### src/rtl/exq_pkg.sv
`timescale 1ns/1ps
package exq_pkg;
  localparam int unsigned NUM_EXC  = 5;
  localparam int unsigned NUM_ASYNC = 2;
  // take vector bit positions, lower wins
  localparam int unsigned IDX_SRESET = 0;
  localparam int unsigned IDX_MCHK   = 1;
  localparam int unsigned IDX_PROG   = 2;
  localparam int unsigned IDX_EXT    = 3;
  localparam int unsigned IDX_DEC    = 4;
endpackage

### src/rtl/exq_async_hold.sv
`timescale 1ns/1ps
module exq_async_hold #(
  parameter int unsigned NUM_SRC = 2
) (
  input  logic               clk_i,
  input  logic               rst_ni,
  input  logic [NUM_SRC-1:0] req_i,
  input  logic [NUM_SRC-1:0] take_i,
  output logic [NUM_SRC-1:0] pend_o
);
  for (genvar g = 0; g < NUM_SRC; g++) begin : g_src
    logic pend_q;
    // held while source asserts, dropped on take or release
    always_ff @(posedge clk_i or negedge rst_ni) begin
      if (!rst_ni) pend_q <= 1'b0;
      else         pend_q <= req_i[g] & ~take_i[g];
    end
    assign pend_o[g] = pend_q;


    pend_kept_chk: assert property (@(posedge clk_i) disable iff (!rst_ni)
      (req_i[g] && !take_i[g]) |=> pend_o[g]);

    pend_clr_chk: assert property (@(posedge clk_i) disable iff (!rst_ni)
      take_i[g] |=> !pend_o[g]);
  end
endmodule

### src/rtl/exq_mchk_gate.sv
`timescale 1ns/1ps
module exq_mchk_gate #(
  parameter int unsigned NUM_SRC = 4
) (
  input  logic               clk_i,
  input  logic               rst_ni,
  input  logic [NUM_SRC-1:0] src_i,
  input  logic [NUM_SRC-1:0] mask_i,
  input  logic               en_i,
  output logic               take_req_o,
  output logic               cs_cond_o,
  output logic               checkstop_o
);
  logic hit;
  logic cs_q;

  assign hit        = |(src_i & mask_i);
  assign take_req_o = hit & en_i;
  assign cs_cond_o  = hit & ~en_i;

  always_ff @(posedge clk_i or negedge rst_ni) begin
    if (!rst_ni)        cs_q <= 1'b0;
    else if (cs_cond_o) cs_q <= 1'b1;
  end
  assign checkstop_o = cs_q;


  cs_entry_chk: assert property (@(posedge clk_i) disable iff (!rst_ni)
    cs_cond_o |=> checkstop_o);

  cs_sticky_chk: assert property (@(posedge clk_i) disable iff (!rst_ni)
    checkstop_o |=> checkstop_o);
endmodule

### src/rtl/exq_prio_pick.sv
`timescale 1ns/1ps
module exq_prio_pick #(
  parameter int unsigned NUM_REQ = 5
) (
  input  logic [NUM_REQ-1:0] req_i,
  input  logic               kill_i,
  output logic [NUM_REQ-1:0] grant_o
);
  logic [NUM_REQ-1:0] blocked;

  assign blocked[0] = kill_i;
  for (genvar g = 1; g < NUM_REQ; g++) begin : g_chain
    assign blocked[g] = blocked[g-1] | req_i[g-1];
  end

  assign grant_o = req_i & ~blocked;
endmodule

### src/rtl/exq_qualifier.sv
`timescale 1ns/1ps
module exq_qualifier
  import exq_pkg::*;
#(
  parameter int unsigned NUM_MCHK_SRC = 4
) (
  input  logic                    clk_i,
  input  logic                    rst_ni,
  input  logic [1:0]              fp_mode_i,
  input  logic                    ext_en_i,
  input  logic                    mchk_en_i,
  input  logic                    sreset_req_i,
  input  logic [NUM_MCHK_SRC-1:0] mchk_src_i,
  input  logic [NUM_MCHK_SRC-1:0] mchk_mask_i,
  input  logic                    fp_exc_req_i,
  input  logic                    ext_req_i,
  input  logic                    dec_req_i,
  output logic [NUM_EXC-1:0]      take_o,
  output logic                    checkstop_o
);
  logic                 fp_en;
  logic                 mchk_take_req;
  logic                 cs_cond;
  logic                 kill;
  logic [NUM_ASYNC-1:0] async_req;
  logic [NUM_ASYNC-1:0] async_pend;
  logic [NUM_ASYNC-1:0] async_take;
  logic [NUM_EXC-1:0]   qual;

  // any nonzero mode enables the floating-point path
  assign fp_en = |fp_mode_i;

  exq_mchk_gate #(.NUM_SRC(NUM_MCHK_SRC)) mchk_i (
    .clk_i       (clk_i),
    .rst_ni      (rst_ni),
    .src_i       (mchk_src_i),
    .mask_i      (mchk_mask_i),
    .en_i        (mchk_en_i),
    .take_req_o  (mchk_take_req),
    .cs_cond_o   (cs_cond),
    .checkstop_o (checkstop_o)
  );

  assign async_req  = {dec_req_i, ext_req_i};
  assign async_take = {take_o[IDX_DEC], take_o[IDX_EXT]};

  exq_async_hold #(.NUM_SRC(NUM_ASYNC)) hold_i (
    .clk_i  (clk_i),
    .rst_ni (rst_ni),
    .req_i  (async_req),
    .take_i (async_take),
    .pend_o (async_pend)
  );

  always_comb begin
    qual             = '0;
    qual[IDX_SRESET] = sreset_req_i;
    qual[IDX_MCHK]   = mchk_take_req;
    qual[IDX_PROG]   = fp_exc_req_i & fp_en;
    qual[IDX_EXT]    = async_pend[0] & ext_en_i;
    qual[IDX_DEC]    = async_pend[1] & ext_en_i;
  end

  // stopping core takes nothing, reset included
  assign kill = checkstop_o | cs_cond;

  exq_prio_pick #(.NUM_REQ(NUM_EXC)) pick_i (
    .req_i   (qual),
    .kill_i  (kill),
    .grant_o (take_o)
  );


  take_onehot_chk: assert property (@(posedge clk_i) disable iff (!rst_ni)
    $onehot0(take_o));

  cs_quiet_chk: assert property (@(posedge clk_i) disable iff (!rst_ni)
    checkstop_o |-> (take_o == '0));

  fp_off_chk: assert property (@(posedge clk_i) disable iff (!rst_ni)
    (fp_mode_i == 2'b00) |-> !take_o[IDX_PROG]);

  async_mask_chk: assert property (@(posedge clk_i) disable iff (!rst_ni)
    !ext_en_i |-> (take_o[IDX_DEC:IDX_EXT] == 2'b00));

  sreset_take_chk: assert property (@(posedge clk_i) disable iff (!rst_ni)
    (sreset_req_i && !checkstop_o && !cs_cond) |-> take_o[IDX_SRESET]);
endmodule

### config.mk
export PLATFORM = sky130hd
export DESIGN_NAME = exq_qualifier
export DESIGN_NICKNAME = d
export VERILOG_FILES = /design/src/rtl/exq_pkg.sv /design/src/rtl/exq_async_hold.sv /design/src/rtl/exq_mchk_gate.sv /design/src/rtl/exq_prio_pick.sv /design/src/rtl/exq_qualifier.sv
export SDC_FILE = /design/constraint.sdc
export NUM_CORES = 1
export LEC_CHECK = 0
export ABC_CLOCK_PERIOD_IN_PS = 1800
export BUFFER_PORTS_ARGS = -buffer_cell sky130_fd_sc_hd__buf_4
export CORE_AREA = 5 5 42 44
export DETAILED_ROUTE_END_ITERATION = 12
export DIE_AREA = 0 0 47 49
export PLACE_DENSITY = 0.46
export RECOVER_POWER = 25
export SLEW_MARGIN = 20
export SYNTH_ARGS = -nofsm -noshare
export SYNTH_HDL_FRONTEND = slang
export SYNTH_SLANG_ARGS = --single-unit
### constraint.sdc
create_clock -name clk_i -period 1.8 [get_ports clk_i]
set_input_delay 0.27 -clock clk_i [delete_from_list [all_inputs] [get_ports clk_i]]
set_output_delay 0.27 -clock clk_i [all_outputs]
set_load 0.05 [all_outputs]
==> out/metrics.cfg, run 1 <==
[critical_path]
cp-start-kind = flop
cp.arrival_ns = 1.42
reg2regPathDepth = 3
critPathMaxFanout = 5
critPathCaptureType = output pin
required_ns = 1.53
crit_type = flop to output pin

[final_layout]
diodes = 0
final_cell_area_um2 = 459
nets = 68
layout-drive-gt1-share_pct = 73.5
fin_util_pct = 32.8
syn_to_final_growth_pct = 132

[synthesis]
synth_top_cell_by_area = dfrtp_1
synth_seq_area_share_pct = 38.0
ys_warn_count = 0
synth-seq-cells = 3
yosysTopAreaCellShare_pct = 38.0
synth_area_um2 = 198
synth_cell_type_count = 14
synth_cells = 21
synth_area_leaders = dfrtp_1 38%, a22oi_2 13%, inv_1 7.6%
avgSynthCellArea_um2 = 9.41
synth_nets = 39

[detailed_routing]
wl_per_cell_um = 11.7
vias_per_cell = 4.25
antenna_left = 0
drc = 0
totalWireLength_um = 761
drt_iter0_drc = 4
dr_total_vias = 276
drt_first_pass_iters = 3

[floorplanning]
io_pins = 24
die_h_um = 49
start_util_pct = 14.1
rows = 14
coreArea_um2 = 1400
die_area_um2 = 2300
die_x_um = 47

[placed_design]
dp_hpwl_um = 640
place_ws_ns = 0.260
placed_cell_area_um2 = 413
io_buffers = 23
place_congestion = 0.650

[timing]
whs_ns = 0.271
setup_slack_ns = 0.112
max_freq_mhz = 592
hold_viol = 0
clock-skew-final_ns = 0.000135
fin_setup_tns_ns = 0
tightest_slew_ns = 0.236
setup_violations = 0
slew_viol_final = 0
rsz0062_at_grt = false
finalCritPeriodShare_pct = 93.8
slew_headroom_pct = 84.2
fin_crit_ns = 1.69

[power]
p_seq_share_pct = 30.0
intPower_w = 0.000184
p_leak_nw = 0.212
p_clk_share_pct = 48.2
swShare_pct = 23.3
peakVddDrop_mv = 0.278
power_density_nw_per_um2 = 522
p_sw_w = 0.0000558
combPwrFrac_pct = 21.8

[clock_tree]
cts_root_buf = clkbuf_4
cts_buffers = 3
clock_path_buffers = 2
h-tree-depth = 1
insertion_delay_ns = 0.23
cts_tree = done
path_clk_slew_ns = 0.03
cts.sink_count = 3

[grt]
grt_pass1_wl_um = 1060
grt_usage_pct = 6.56
grt_pass1_vias = 258
grt_remaining_overflow = 0
grt_start_max_net_pins = 9
antenna_found_initial = 0

[hold_path]
hold_path_depth = 2
hp-class = input port to flop

[run_status]
status = finished, final reports clean

[run]
maxCapViolCount = 0

==> cells by family after synthesis <==
group           after synthesis  share of synthesized area [%]
compound gates                7                           34.2
buf+inv                       4                           7.59
flops                         3                           38.0
simple gates                  7                           20.2
==> sequential cells by signal, indices dropped and copies added (netlist names) <==
name	cells
mchk_i.checkstop_o	1
hold_i.g_src.pend_q	2
==> worst max-delay path, stage by stage (launching register included) <==
cell and delay [ns]:
dfrtp_1 0.42, nor2_1 0.19, nand3_2 0.17, nor4_4 0.17, buf_4 0.24
==> cells in the mapped netlist <==
library cell	instances
o31a_2	1
nor2_1	1
a211oi_1	1
nor3_1	1
dfrtp_1	3
nor4_1	2
nand2_2	1
o21ai_1	1
inv_1	4
a22oi_2	2
nand3_1	1
o41a_1	1
a21o_2	1
and3_2	1
==> per-stage QoR <==
stage	total power, W	std cells
2_1_floorplan	0.0000884	21
3_3_place_gp	0.000123	60
3_5_place_dp	0.000123	60
4_1_cts	0.000247	65
5_1_grt	0.000255	65
6_report	0.000240	65
==> power by group through the flow <==
stage | sequential [W] | clock [W] | combinational (W)
after detailed placement | 0.0000723 | 0 | 0.0000503
after global routing | 0.0000722 | 0.000126 | 0.0000564
after CTS | 0.0000715 | 0.000124 | 0.0000521
final | 0.0000720 | 0.000116 | 0.0000522
after floorplan | 0.0000722 | 0 | 0.0000163
after global placement | 0.0000723 | 0 | 0.0000503
==> area by class of cell <==
type,instances,area (µm²)
Clock buffer,4,26.3
Fill cell,154,942
Inverter,4,15.0
Multi-Input combinational cell,14,144
Sequential cell,3,75.1
Tap cell,16,20.0
Timing Repair Buffer,24,179
==> placed cells by master (no fill, tap or decap) <==
master,n
clkbuf_4,3
o31a_2,1
nor3_2,1
dfrtp_1,3
clkbuf_1,2
dlygate4sd3_1,1
buf_4,22
a211oi_2,1
a21o_2,1
and3_2,1
nor4_4,1
o41a_1,1
a22oi_2,2
nand2_2,1
nand3_2,1
o21ai_1,1
inv_1,4
nor4_2,1
nor2_1,1
==> metal layers <==
| metal | GRT usage (%) | wire length (µm) |
|---|---|---|
| met5 | 0 | 0 |
| met4 | 6.91 | 0 |
| met3 | 2.95 | 184 |
| met2 | 7.47 | 271 |
| met1 | 8.17 | 305 |
==> repair_timing <==
item / 4_1_cts / 5_1_grt
resized for setup: 0 / 2
hold buffers: 1 / 0
setup endpoints to repair: 0 / 1
buffers inserted: 0 / 0
endpoints found under the hold margin: 3 / 0
==> final timing paths <==
path	from	endpoint	slack, ns
max	mchk_i.checkstop_o$_DFFE_PN0P_	take_o[4]	0.11
min	ext_req_i	hold_i.g_src[0].pend_q$_DFF_PN0_	0.27
max reg2reg	mchk_i.checkstop_o$_DFFE_PN0P_	hold_i.g_src[1].pend_q$_DFF_PN0_	0.55
min reg2reg	mchk_i.checkstop_o$_DFFE_PN0P_	mchk_i.checkstop_o$_DFFE_PN0P_	0.58
max in group asynchronous	rst_ni	hold_i.g_src[1].pend_q$_DFF_PN0_	1.26
min in group asynchronous	rst_ni	mchk_i.checkstop_o$_DFFE_PN0P_	0.38
(Power assumes the default switching activity.)
==> run 2, diff against run 1 <==
--- a/config.mk
+++ b/config.mk
@@ -7,11 +7,14 @@
 export LEC_CHECK = 0
 export ABC_CLOCK_PERIOD_IN_PS = 1800
 export BUFFER_PORTS_ARGS = -buffer_cell sky130_fd_sc_hd__buf_4
-export CORE_AREA = 5 5 42 44
+export CELL_PAD_IN_SITES_DETAIL_PLACEMENT = 0
+export CELL_PAD_IN_SITES_GLOBAL_PLACEMENT = 2
+export CORE_MARGIN = 5
+export CORE_UTILIZATION = 14
 export DETAILED_ROUTE_END_ITERATION = 12
-export DIE_AREA = 0 0 47 49
-export PLACE_DENSITY = 0.46
+export PLACE_DENSITY = 0.78
 export RECOVER_POWER = 25
+export REMOVE_ABC_BUFFERS = 1
 export SLEW_MARGIN = 20
 export SYNTH_ARGS = -nofsm -noshare
 export SYNTH_HDL_FRONTEND = slang
==> run 2 against run 1 <==
Combinational power down 6.9%. Non-clock buffer count stayed put. Design area shrank 6.8%. Clock-buffer cell count unchanged. Utilization decreased by 0.29 points. Register-to-register slack gained 0.04 ns. Fmax decreased by 0.13%. Total power shrank 1.0%. Via count decreased by 7.2%. Global-route usage barely moved. Worst setup slack got worse by 0.0022 ns. Largest cell class unchanged. Largest power group unchanged.
==> out/metrics.cfg, run 2 (synthesized netlist as in run 1, its figures left out) <==
[detailed_routing]
antenna_left = 0
vias_per_cell = 4.00
drc = 0
dr_total_vias = 256
drt_iter0_drc = 0
wl_per_cell_um = 11.3
totalWireLength_um = 724
drt_first_pass_iters = 1

[clock_tree]
insertion_delay_ns = 0.23
clock_path_buffers = 2
cts.sink_count = 3
cts_root_buf = clkbuf_4
cts_tree = done
cts_buffers = 3
path_clk_slew_ns = 0.04
h-tree-depth = 1

[run_status]
status = finished, final reports clean

[critical_path]
required_ns = 1.53
critPathMaxFanout = 5
crit_type = flop to output pin
crit_path_top_delay_cell = dfrtp_1
critPathCaptureType = output pin
reg2regPathDepth = 3
path_cells = nor2_1 -> nand3_1 -> nor3_1 -> buf_4
r2r_start = mchk_i.checkstop_o$_DFFE_PN0P_
max_stage_delay_ns = 0.41
cp-start-kind = flop
cp.arrival_ns = 1.42
r2r_slack_ns = 0.59
cp-endpoint = take_o[3]
r2r_end = hold_i.g_src[1].pend_q$_DFF_PN0_
crit_start = mchk_i.checkstop_o$_DFFE_PN0P_

[floorplanning]
die_x_um = 47.6
coreArea_um2 = 1320
die_area_um2 = 2260
rows = 13
start_util_pct = 15.0
die_h_um = 47.6
io_pins = 24

[grt]
grt_usage_pct = 6.54
grt_pass1_wl_um = 993
grt_remaining_overflow = 0
grt_pass1_vias = 264
grt_start_max_net_pins = 9
antenna_found_initial = 0

[power]
power_density_nw_per_um2 = 555
peakVddDrop_mv = 0.266
p_sw_w = 0.0000537
combPwrFrac_pct = 20.5
p_seq_share_pct = 30.2
p_leak_nw = 0.207
intPower_w = 0.000184
swShare_pct = 22.6
p_clk_share_pct = 49.4

[final_layout]
layout-drive-gt1-share_pct = 65.3
mostFrequentLayoutCells = 22 x buf_4, 4 x inv_1, 3 x clkbuf_4, 3 x dfrtp_1
nets = 68
stdcell_count = 64
diodes = 0
n_fill_cell = 140
regArea_um2 = 75.1
largest_reg_flops = 2
multi_input_area_um2 = 114
top_register = hold_i.g_src.pend_q
syn_to_final_growth_pct = 116
final_common_cell = buf_4

[timing]
tightest_slew_ns = 0.223
hold_viol = 0
clock-skew-final_ns = 0.00104
setup_violations = 0
whs_ns = 0.279
slew_viol_final = 0
rsz0062_at_grt = false
max_freq_mhz = 592
slew_headroom_pct = 85.0
finalCritPeriodShare_pct = 93.9
fin_crit_ns = 1.69

[hold_path]
min-delay-start = ext_req_i
hp-class = input port to flop
hold_path_depth = 2

[placed_design]
place_congestion = 0.646
place_inst = 59
io_buffers = 23
dp_hpwl_um = 584

[run]
maxCapViolCount = 0

run 2: power by group through the flow:
stage | logic, W | clock network, W | registers (W)
floorplan | 0.0000137 | 0 | 0.0000720
global placement | 0.0000473 | 0 | 0.0000721
detailed placement | 0.0000474 | 0 | 0.0000722
CTS | 0.0000492 | 0.000126 | 0.0000713
global route | 0.0000532 | 0.000124 | 0.0000719
finish | 0.0000486 | 0.000117 | 0.0000716
run 2: critical path: cells and delay by family (launching register included):
family                 cells  cell delay [ns]
buffers and inverters      1             0.24
flip-flops                 1             0.41
AND/OR/NAND/NOR            3             0.54
run 2: how the worst min path moves through the flow:
| stage | to |
|---|---|
| finish | hold_i.g_src[0].pend_q$_DFF_PN0_ |
| global route | hold_i.g_src[1].pend_q$_DFF_PN0_ |
| CTS | hold_i.g_src[0].pend_q$_DFF_PN0_ |
| detailed placement | mchk_i.checkstop_o$_DFFE_PN0P_ |
| global placement | hold_i.g_src[1].pend_q$_DFF_PN0_ |
| floorplan | hold_i.g_src[0].pend_q$_DFF_PN0_ |
run 2: final cells by class:
class	count	area share (%)
clock buffer	4	6.14
inverter	4	3.51
multi-input combinational	14	26.6
sequential	3	17.5
tap	15	4.39
timing repair buffer	24	41.8
run 2: repair_timing:
item                                    in CTS  in global routing
hold buffers                                 1                  0
gates resized for setup                      0                  1
buffers inserted                             0                  0
endpoints found under the setup margin       0                  1
endpoints found under the hold margin        3                  0
run 2: layer usage:
metal	up-vias	global-route usage (%)	wire length [µm]
met5	-	0	0
met4	0	6.45	0
met3	0	1.88	208
met2	24	9.09	211
met1	97	7.81	303
li1	135	-	-
run 2: stage by stage:
| step | utilization, % | total power [W] | setup WS (ns) | setup TNS, ns | instance area (µm²) |
|---|---|---|---|---|---|
| 2_1_floorplan | - | 0.0000857 | -0.830 | -2.20 | 198 |
| 3_3_place_gp | 29.5 | 0.000119 | 0.259 | 0 | 389 |
| 3_5_place_dp | 29.5 | 0.000120 | 0.304 | 0 | 389 |
| 4_1_cts | 32.3 | 0.000247 | 0.0662 | 0 | 425 |
| 5_1_grt | 32.5 | 0.000249 | 0.00953 | 0 | 428 |
| 6_report | 32.5 | 0.000237 | 0.109 | 0 | 428 |
==> run 3, diff against run 2 <==
--- a/config.mk
+++ b/config.mk
@@ -9,10 +9,10 @@
 export BUFFER_PORTS_ARGS = -buffer_cell sky130_fd_sc_hd__buf_4
 export CELL_PAD_IN_SITES_DETAIL_PLACEMENT = 0
 export CELL_PAD_IN_SITES_GLOBAL_PLACEMENT = 2
-export CORE_MARGIN = 5
-export CORE_UTILIZATION = 14
+export CORE_UTILIZATION = 15
+export CTS_BUF_LIST = sky130_fd_sc_hd__clkbuf_2 sky130_fd_sc_hd__clkbuf_4 sky130_fd_sc_hd__clkbuf_8
 export DETAILED_ROUTE_END_ITERATION = 12
-export PLACE_DENSITY = 0.78
+export PLACE_DENSITY = 0.82
 export RECOVER_POWER = 25
 export REMOVE_ABC_BUFFERS = 1
 export SLEW_MARGIN = 20
==> run 3 against run 2 <==
Via count rose by 9.8%. Utilization rose by 3.7 points. Fmax increased by 0.34%. Clock skew is essentially flat. Die area fell by 35%. Total power is 5.2% higher. First-iteration DRC count is 6 higher. Worst hold slack worse by 0.0087 ns. Flip-flop and latch count is the same. Sequential power about the same.
==> out/metrics.cfg, run 3 (synthesized netlist as in run 1, its figures left out) <==
[run_status]
status = finished, final reports clean

[timing]
hold_viol = 0
slew_headroom_pct = 84.7
tightest_slew_ns = 0.227
max_freq_mhz = 594
slew_viol_final = 0
fin_setup_tns_ns = 0
setup_slack_ns = 0.115
clock-skew-final_ns = 0.00143
finalCritPeriodShare_pct = 93.6
fin_crit_ns = 1.68
setup_violations = 0
rsz0062_at_grt = false

[detailed_routing]
m1WireLength_um = 245
wl_met2_um = 233
drt_iter0_drc = 6
vias_per_cell = 4.46
totalWireLength_um = 615
antenna_left = 0
drt_first_pass_iters = 4
top_layer_used = met3
wl_per_cell_um = 9.76
dr_total_vias = 281
drc = 0
wl_met3_um = 136

[final_layout]
diodes = 0
top_register = hold_i.g_src.pend_q
stdcell_count = 63
fin_util_pct = 36.2
syn_to_final_growth_pct = 115
mostFrequentLayoutCells = 22 x buf_4, 4 x inv_1, 4 x clkbuf_4
largest_reg_flops = 2
nets = 68
layout-drive-gt1-share_pct = 65.3
final_cell_area_um2 = 424
final_common_cell = buf_4

[clock_tree]
clock_path_buffers = 2
postCtsSetupBuffers = 0
cts_tree = done
cts.sink_count = 3
h-tree-depth = 1
cts_hold_buf = 1
cts_buffers = 3
cts_resized = 0
cts_root_buf = clkbuf_4
path_clk_slew_ns = 0.04
insertion_delay_ns = 0.23

[placed_design]
io_buffers = 23
place_congestion = 0.604
place_ws_ns = 0.305
place_inst = 58
placed_cell_area_um2 = 388
dp_hpwl_um = 479

[power]
p_clk_share_pct = 52.2
peakVddDrop_mv = 0.413
p_leak_nw = 0.211
p_sw_w = 0.0000512
intPower_w = 0.000199
p_seq_share_pct = 28.7
combPwrFrac_pct = 19.1
swShare_pct = 20.5
power_density_nw_per_um2 = 589

[run]
maxCapViolCount = 0

[floorplanning]
die_x_um = 38.3
start_util_pct = 16.9
die_h_um = 38.3
coreArea_um2 = 1170
io_pins = 24
rows = 12
die_area_um2 = 1470

[grt]
grt_pass1_wl_um = 814
grt_start_max_net_pins = 9
antenna_found_initial = 0
grt_remaining_overflow = 0
grt_pass1_vias = 236
grt_usage_pct = 8.80

[critical_path]
critPathCaptureType = output pin
cp-start-kind = flop
cp.arrival_ns = 1.41
crit_type = flop to output pin
critPathMaxFanout = 5
required_ns = 1.53

[hold_path]
hp-class = input port to flop

==> run 3: cell counts in the layout (fill, tap and decap cells not counted) <==
No cell type changed its count.
==> run 3: power by group through the flow <==
stage / Combinational (W) / Clock (W) / Sequential, W
floorplan: 0.0000137 / 0 / 0.0000720
global placement: 0.0000471 / 0 / 0.0000721
detailed placement: 0.0000472 / 0 / 0.0000723
CTS: 0.0000490 / 0.000136 / 0.0000714
global route: 0.0000519 / 0.000138 / 0.0000718
finish: 0.0000478 / 0.000130 / 0.0000716
==> run 3: layout make-up <==
| class | instances | area, µm² |
|---|---|---|
| well taps | 14 | 17.5 |
| fillers | 116 | 747 |
| clock buffers | 4 | 30.0 |
| flip-flops and latches | 3 | 75.1 |
| inverters | 4 | 15.0 |
| repair buffers | 24 | 179 |
| multi-input cells | 14 | 108 |
==> run 3: path summary, 6_finish.rpt <==
kind	from	end	slack, ns	cells after the start
hold reg to reg	mchk_i.checkstop_o$_DFFE_PN0P_	mchk_i.checkstop_o$_DFFE_PN0P_	0.55	1
setup reg to reg	mchk_i.checkstop_o$_DFFE_PN0P_	hold_i.g_src[1].pend_q$_DFF_PN0_	0.61	3
hold / removal	dec_req_i	hold_i.g_src[1].pend_q$_DFF_PN0_	0.27	2
min in group asynchronous	rst_ni	hold_i.g_src[0].pend_q$_DFF_PN0_	0.38	2
setup / recovery	mchk_i.checkstop_o$_DFFE_PN0P_	take_o[4]	0.12	4
max in group asynchronous	rst_ni	mchk_i.checkstop_o$_DFFE_PN0P_	1.27	2
==> run 3: worst max-delay path: stages (launching register included) <==
cell and delay, ns:
dfrtp_1 0.41, nor2_1 0.14, nand3_1 0.17, nor4_1 0.21
buf_4 0.25
==> run 3: metal layers <==
layer / vias to the layer above / global-route usage, %
li1: 135 / -
met1: 120 / 7.55
met2: 26 / 14.0
met3: 0 / 5.23
met4: 0 / 8.04
met5: - / 0
==> run 3: stage by stage <==
stage	power [W]	hold slack [ns]
3_3_place_gp	0.000119	0.0598
6_report	0.000250	0.270
4_1_cts	0.000256	0.264
3_5_place_dp	0.000119	0.0599
5_1_grt	0.000262	0.276
2_1_floorplan	0.0000857	-0.0256
